[config.mk]
export PLATFORM = sky130hd
export DESIGN_NAME = tmr_count_top
export DESIGN_NICKNAME = d
export VERILOG_FILES = /design/src/rtl/tmr_count_pkg.sv /design/src/rtl/tmr_count_voter.sv /design/src/rtl/tmr_count_step.sv /design/src/rtl/tmr_count_watch.sv /design/src/rtl/tmr_count_top.sv
export SDC_FILE = /design/constraint.sdc
export NUM_CORES = 1
export LEC_CHECK = 0
export ABC_AREA = 1
export CAP_MARGIN = 20
export CORE_MARGIN = 2
export CORE_UTILIZATION = 40
export CTS_BUF_LIST = sky130_fd_sc_hd__clkbuf_8 sky130_fd_sc_hd__clkbuf_16
export CTS_CLUSTER_SIZE = 10
export DETAILED_ROUTE_END_ITERATION = 10
export GPL_TIMING_DRIVEN = 0
export PLACE_DENSITY_LB_ADDON = 0.2
export SLEW_MARGIN = 20
export SYNTH_ARGS = -nofsm -noshare
export SYNTH_HDL_FRONTEND = slang
export SYNTH_HIERARCHICAL = 1
export SYNTH_SLANG_ARGS = --single-unit
[constraint.sdc]
create_clock -name clk -period 2.4 [get_ports clk]
set_input_delay 0.72 -clock clk [delete_from_list [all_inputs] [get_ports clk]]
set_output_delay 0.72 -clock clk [all_outputs]
set_load 0.05 [all_outputs]
[src/rtl/tmr_count_pkg.sv]
package tmr_count_pkg;
  typedef enum logic [1:0] {
    SCH_BLOCK = 2'b00,
    SCH_LOCAL = 2'b01,
    SCH_DIST  = 2'b10
  } scheme_e;

  function automatic scheme_e decode_scheme(input logic [1:0] sel);
    case (sel)
      2'b00:   return SCH_BLOCK;
      2'b01:   return SCH_LOCAL;
      default: return SCH_DIST;
    endcase
  endfunction
endpackage

[src/rtl/tmr_count_voter.sv]
module tmr_count_voter #(
  parameter int W = 16
) (
  input  logic [W-1:0] a,
  input  logic [W-1:0] b,
  input  logic [W-1:0] c,
  output logic [W-1:0] y
);
  assign y = (a & b) | (a & c) | (b & c);
endmodule

[src/rtl/tmr_count_step.sv]
module tmr_count_step #(
  parameter int W = 16
) (
  input  logic [W-1:0] cur,
  input  logic         en,
  output logic [W-1:0] nxt
);
  assign nxt = cur + W'(en);
endmodule

[src/rtl/tmr_count_watch.sv]
module tmr_count_watch #(
  parameter int W   = 16,
  parameter int ECW = 8
) (
  input  logic                clk,
  input  logic                rst,
  input  logic [2:0][W-1:0]   cp,
  output logic                mismatch,
  output logic                first_err,
  output logic [ECW-1:0]      err_count
);
  localparam logic [ECW-1:0] ERR_MAX = '1;

  logic           prev_q;
  logic [ECW-1:0] err_q;

  assign mismatch  = (cp[0] != cp[1]) || (cp[1] != cp[2]);
  assign first_err = mismatch & ~prev_q;
  assign err_count = err_q;

  always_ff @(posedge clk) begin
    if (rst) begin
      prev_q <= 1'b0;
      err_q  <= '0;
    end else begin
      prev_q <= mismatch;
      if (first_err && err_q != ERR_MAX) err_q <= err_q + 1'b1;
    end
  end
endmodule

[src/rtl/tmr_count_top.sv]
module tmr_count_top
  import tmr_count_pkg::*;
#(
  parameter int W   = 16,
  parameter int ECW = 8
) (
  input  logic           clk,
  input  logic           rst,
  input  logic           cnt_en,
  input  logic [1:0]     scheme_sel,
  input  logic           sup_en,
  input  logic [W-1:0]   upset_a,
  input  logic [W-1:0]   upset_b,
  input  logic [W-1:0]   upset_c,
  input  logic           upset_stb,
  output logic [W-1:0]   count_out,
  output logic           mismatch,
  output logic           first_err,
  output logic [ECW-1:0] err_count
);
  localparam int NCP = 3;

  scheme_e              mode_q;
  logic [NCP-1:0][W-1:0] cp_q;
  logic [NCP-1:0][W-1:0] vote;
  logic [NCP-1:0][W-1:0] src;
  logic [NCP-1:0][W-1:0] nxt;
  logic [NCP-1:0][W-1:0] dnext;
  logic [NCP-1:0][W-1:0] msk;

  assign msk = {upset_c, upset_b, upset_a};

  for (genvar i = 0; i < NCP; i++) begin : g_copy
    tmr_count_voter #(.W(W)) u_vote (
      .a(cp_q[0]), .b(cp_q[1]), .c(cp_q[2]), .y(vote[i])
    );

    // Whole-block copies step from their own register; the repairing
    // schemes step from a voted value (shared voter for register-only).
    always_comb begin
      case (mode_q)
        SCH_BLOCK: src[i] = cp_q[i];
        SCH_LOCAL: src[i] = vote[0];
        default:   src[i] = vote[i];
      endcase
    end

    tmr_count_step #(.W(W)) u_step (
      .cur(src[i]), .en(cnt_en), .nxt(nxt[i])
    );

    // Register-only triplication: one next-state path drives all registers.
    assign dnext[i] = (mode_q == SCH_LOCAL) ? nxt[0] : nxt[i];
  end

  assign count_out = vote[0];

  always_ff @(posedge clk) begin
    if (rst) begin
      cp_q   <= '0;
      mode_q <= decode_scheme(scheme_sel);
    end else if (sup_en && first_err) begin
      cp_q <= '0;
    end else begin
      for (int i = 0; i < NCP; i++) begin
        if (upset_stb)
          cp_q[i] <= (dnext[i] & ~msk[i]) | (~cp_q[i] & msk[i]);
        else
          cp_q[i] <= dnext[i];
      end
    end
  end

  tmr_count_watch #(.W(W), .ECW(ECW)) u_watch (
    .clk(clk), .rst(rst), .cp(cp_q),
    .mismatch(mismatch), .first_err(first_err), .err_count(err_count)
  );
endmodule

==> results_dict.tcl <==
set metrics [dict create \
    status "finished, violations left" \
    failed_checks "negative setup slack" \
    num_vias 8056 \
    h-tree-depth 3 \
    grt_usage 0.270 \
    cts_buffers 9 \
    initial_core_util 0.412 \
    gp_congestion 0.940 \
    yosys-top-cells-count "501 x nand2_1, 125 x nor2_1, 114 x nand3_1, 87 x inv_1, 57 x dfxtp_1" \
    worst_ir_drop_vdd_mv 0.383 \
    worst_pin_slew_ns 0.779 \
    maxCapViolCount 0 \
    fmax_mhz 392 \
    drt-initial-drc-count 721 \
    fin_nets 1377 \
    holdWs_ns 0.564 \
    ctsHoldBuffers 0 \
    rows 46 \
    ant_nets 0 \
    crit_path_start "cp_q[1]$_SDFF_PP0_" \
    synth_most_common_cell "nand2_1" \
    finalSetupViolCount 3 \
    grt_pass1_vias 6790 \
    die_x_microns 132 \
    wl_mm 24.5 \
    io_buffer_count 79 \
    synth_area_leaders "nand2_1 29%, dfxtp_1 17%, nand3_1 8.7%" \
    fin_skew_ns 0.00976 \
    clock-sinks 59 \
    syn-num-nets 1246 \
    dieArea_sq_um 17400 \
    total_power_w 0.00376 \
    avgSynthCellArea_sq_um 5.56 \
    synth_enable_flop_cells 2 \
    pwr_density_cell_nw_per_um2 416 \
    grt_overflow 0 \
    cp.required_ns 1.68 \
    dieHeight_microns 132 \
    leakagePower_nw 4.26 \
    hold_start "u_watch/err_count[4]$_SDFFE_PP0P_" \
    ys.flop_type "dfxtp_1" \
    synth_top_area_share 0.287 \
    n_antenna_cell 0 \
    rsz0062_at_grt "true" \
    syn2layout_area_growth_pct 37.6 \
    via_per_inst 5.26 \
    wire_per_inst_microns 16.0 \
    ys_ff_latch 59 \
    cp-end-kind "output pin" \
    path_class "reg2out" \
    post-dp-hpwl_mm 18.0 \
    period_needed_ns 2.55 \
    relSlewSlack 0.481 \
    drive_gt1_frac 0.252 \
    yosysUniqueCellTypes 25 \
    place_area_sq_um 7620 \
    setup_ws_ns -0.154 \
    root_buffer "clkbuf_16" \
    post-place-ws_ns -0.627 \
    coreArea_sq_um 15900 \
    cts_tree "built" \
    fillers 1590 \
    clock_latency_ns 0.34 \
    path_clk_slew_ns 0.06 \
    grt_pass1_wl_mm 36.7 \
    syn_area_sq_um 6560 \
    ys_warn_count 6 \
    fin_area_sq_um 9030 \
    critPathMaxFanout 9 \
    hold_path.class "reg2reg" \
    antenna_found_initial 0 \
    fin_crit_sh 1.06 \
    ios 81 \
    grt_max_degree 12 \
    drtPass1Iterations 5 \
    drcViolationCount 0 \
    syn_inst 1181 \
    clockBufferDepth 2 \
    drv_slew 0 \
    yosys.area.top_type "nand2_1" \
    hold_violations 0 \
    ys_seq_area_frac 0.183 \
    start_kind "flop" \
    r2r-start "cp_q[1]$_SDFF_PP0_" \
    async_reset_ff_frac 0 \
    critical_path_arrival_ns 1.83 \
]
[registers in the layout, indices dropped and copies added, names as in the netlist]
| name | cells |
|---|---|
| mode_q | 2 |
| u_watch/prev_q | 1 |
| cp_q | 48 |
| u_watch/err_count | 8 |
[cells by family (layout without fill, tap and decap cells)]
| group | after synthesis | in the layout | synth area share |
|---|---|---|---|
| adder cells (fa/ha/maj) | 10 | 10 | 0.0191 |
| buffers and inverters | 137 | 273 | 0.0828 |
| flip-flops | 59 | 59 | 0.183 |
| AND/OR/NAND/NOR | 849 | 849 | 0.590 |
| AO/OA/AOI/OAI | 75 | 75 | 0.0572 |
| XOR/XNOR | 51 | 51 | 0.0681 |
[cell type report]
class	instances	area, sq um	area share
repair buffers	120	1080	0.119
clock inverters	7	85.1	0.00942
plain buffers	40	253	0.0280
well taps	216	270	0.0299
inverters	97	369	0.0409
flip-flops and latches	59	1360	0.151
multi-input cells	985	5390	0.597
clock buffers	9	225	0.0249
[critical path, stage by stage (launching register included)]
cell     delay, ns
dfxtp_4       0.38
xnor2_1       0.20
nand2_1       0.12
nor2_2        0.16
nand2_2       0.08
nor2_4        0.17
nand2_4       0.11
nand2_4       0.09
inv_2         0.04
buf_6         0.14
[per-stage QoR]
step	util	cells	TNS, ns
after global routing	0.566	1533	-2.43
after floorplan	-	1181	0
after detailed placement	0.478	1476	-19.59
after CTS	0.519	1500	-0.137
final	0.566	1533	-0.219
after global placement	0.478	1476	-18.77
[report_power, final]
part	internal [W]	total [W]	leakage (nW)	switching [W]
Clock	0.000897	0.00140	0.158	0.000504
Sequential	0.00104	0.00119	0.519	0.000149
Combinational	0.000459	0.00117	3.58	0.000712
[layout by cell type, fill, tap and decap left out, types with 19 or more instances in the layout]
cell type	n
inv_1	89
a21oi_1	42
nand2_1	480
nor2_2	19
clkdlybuf4s50_1	60
nand3_1	92
buf_4	43
nand3_2	69
nor2_1	103
nor2_4	25
dfxtp_4	40
nand2_2	33
xnor2_1	20
[final timing paths]
kind,to,slack (ns),depth (start not counted)
setup / recovery,first_err,-0.15,9
hold / removal,u_watch/err_count[4]$_SDFFE_PP0P_,0.56,4
setup reg to reg,cp_q[9]$_SDFF_PP0_,-0.01,13
hold reg to reg,u_watch/err_count[4]$_SDFFE_PP0P_,0.56,4
[per-layer routing]
layer	up-vias	global-route usage	part of all wire
met5	-	0	0
met4	0	0.130	0.038
met3	52	0.0288	0.076
met2	299	0.412	0.44
met1	3709	0.379	0.45
li1	3996	-	-
[what timing repair did]
action,4_1_cts,5_1_grt
buffers inserted,8,33
pin swaps,4,36
setup endpoints to repair,66,48
gates resized for setup,151,128
Power figures use the tool's default switching activity.
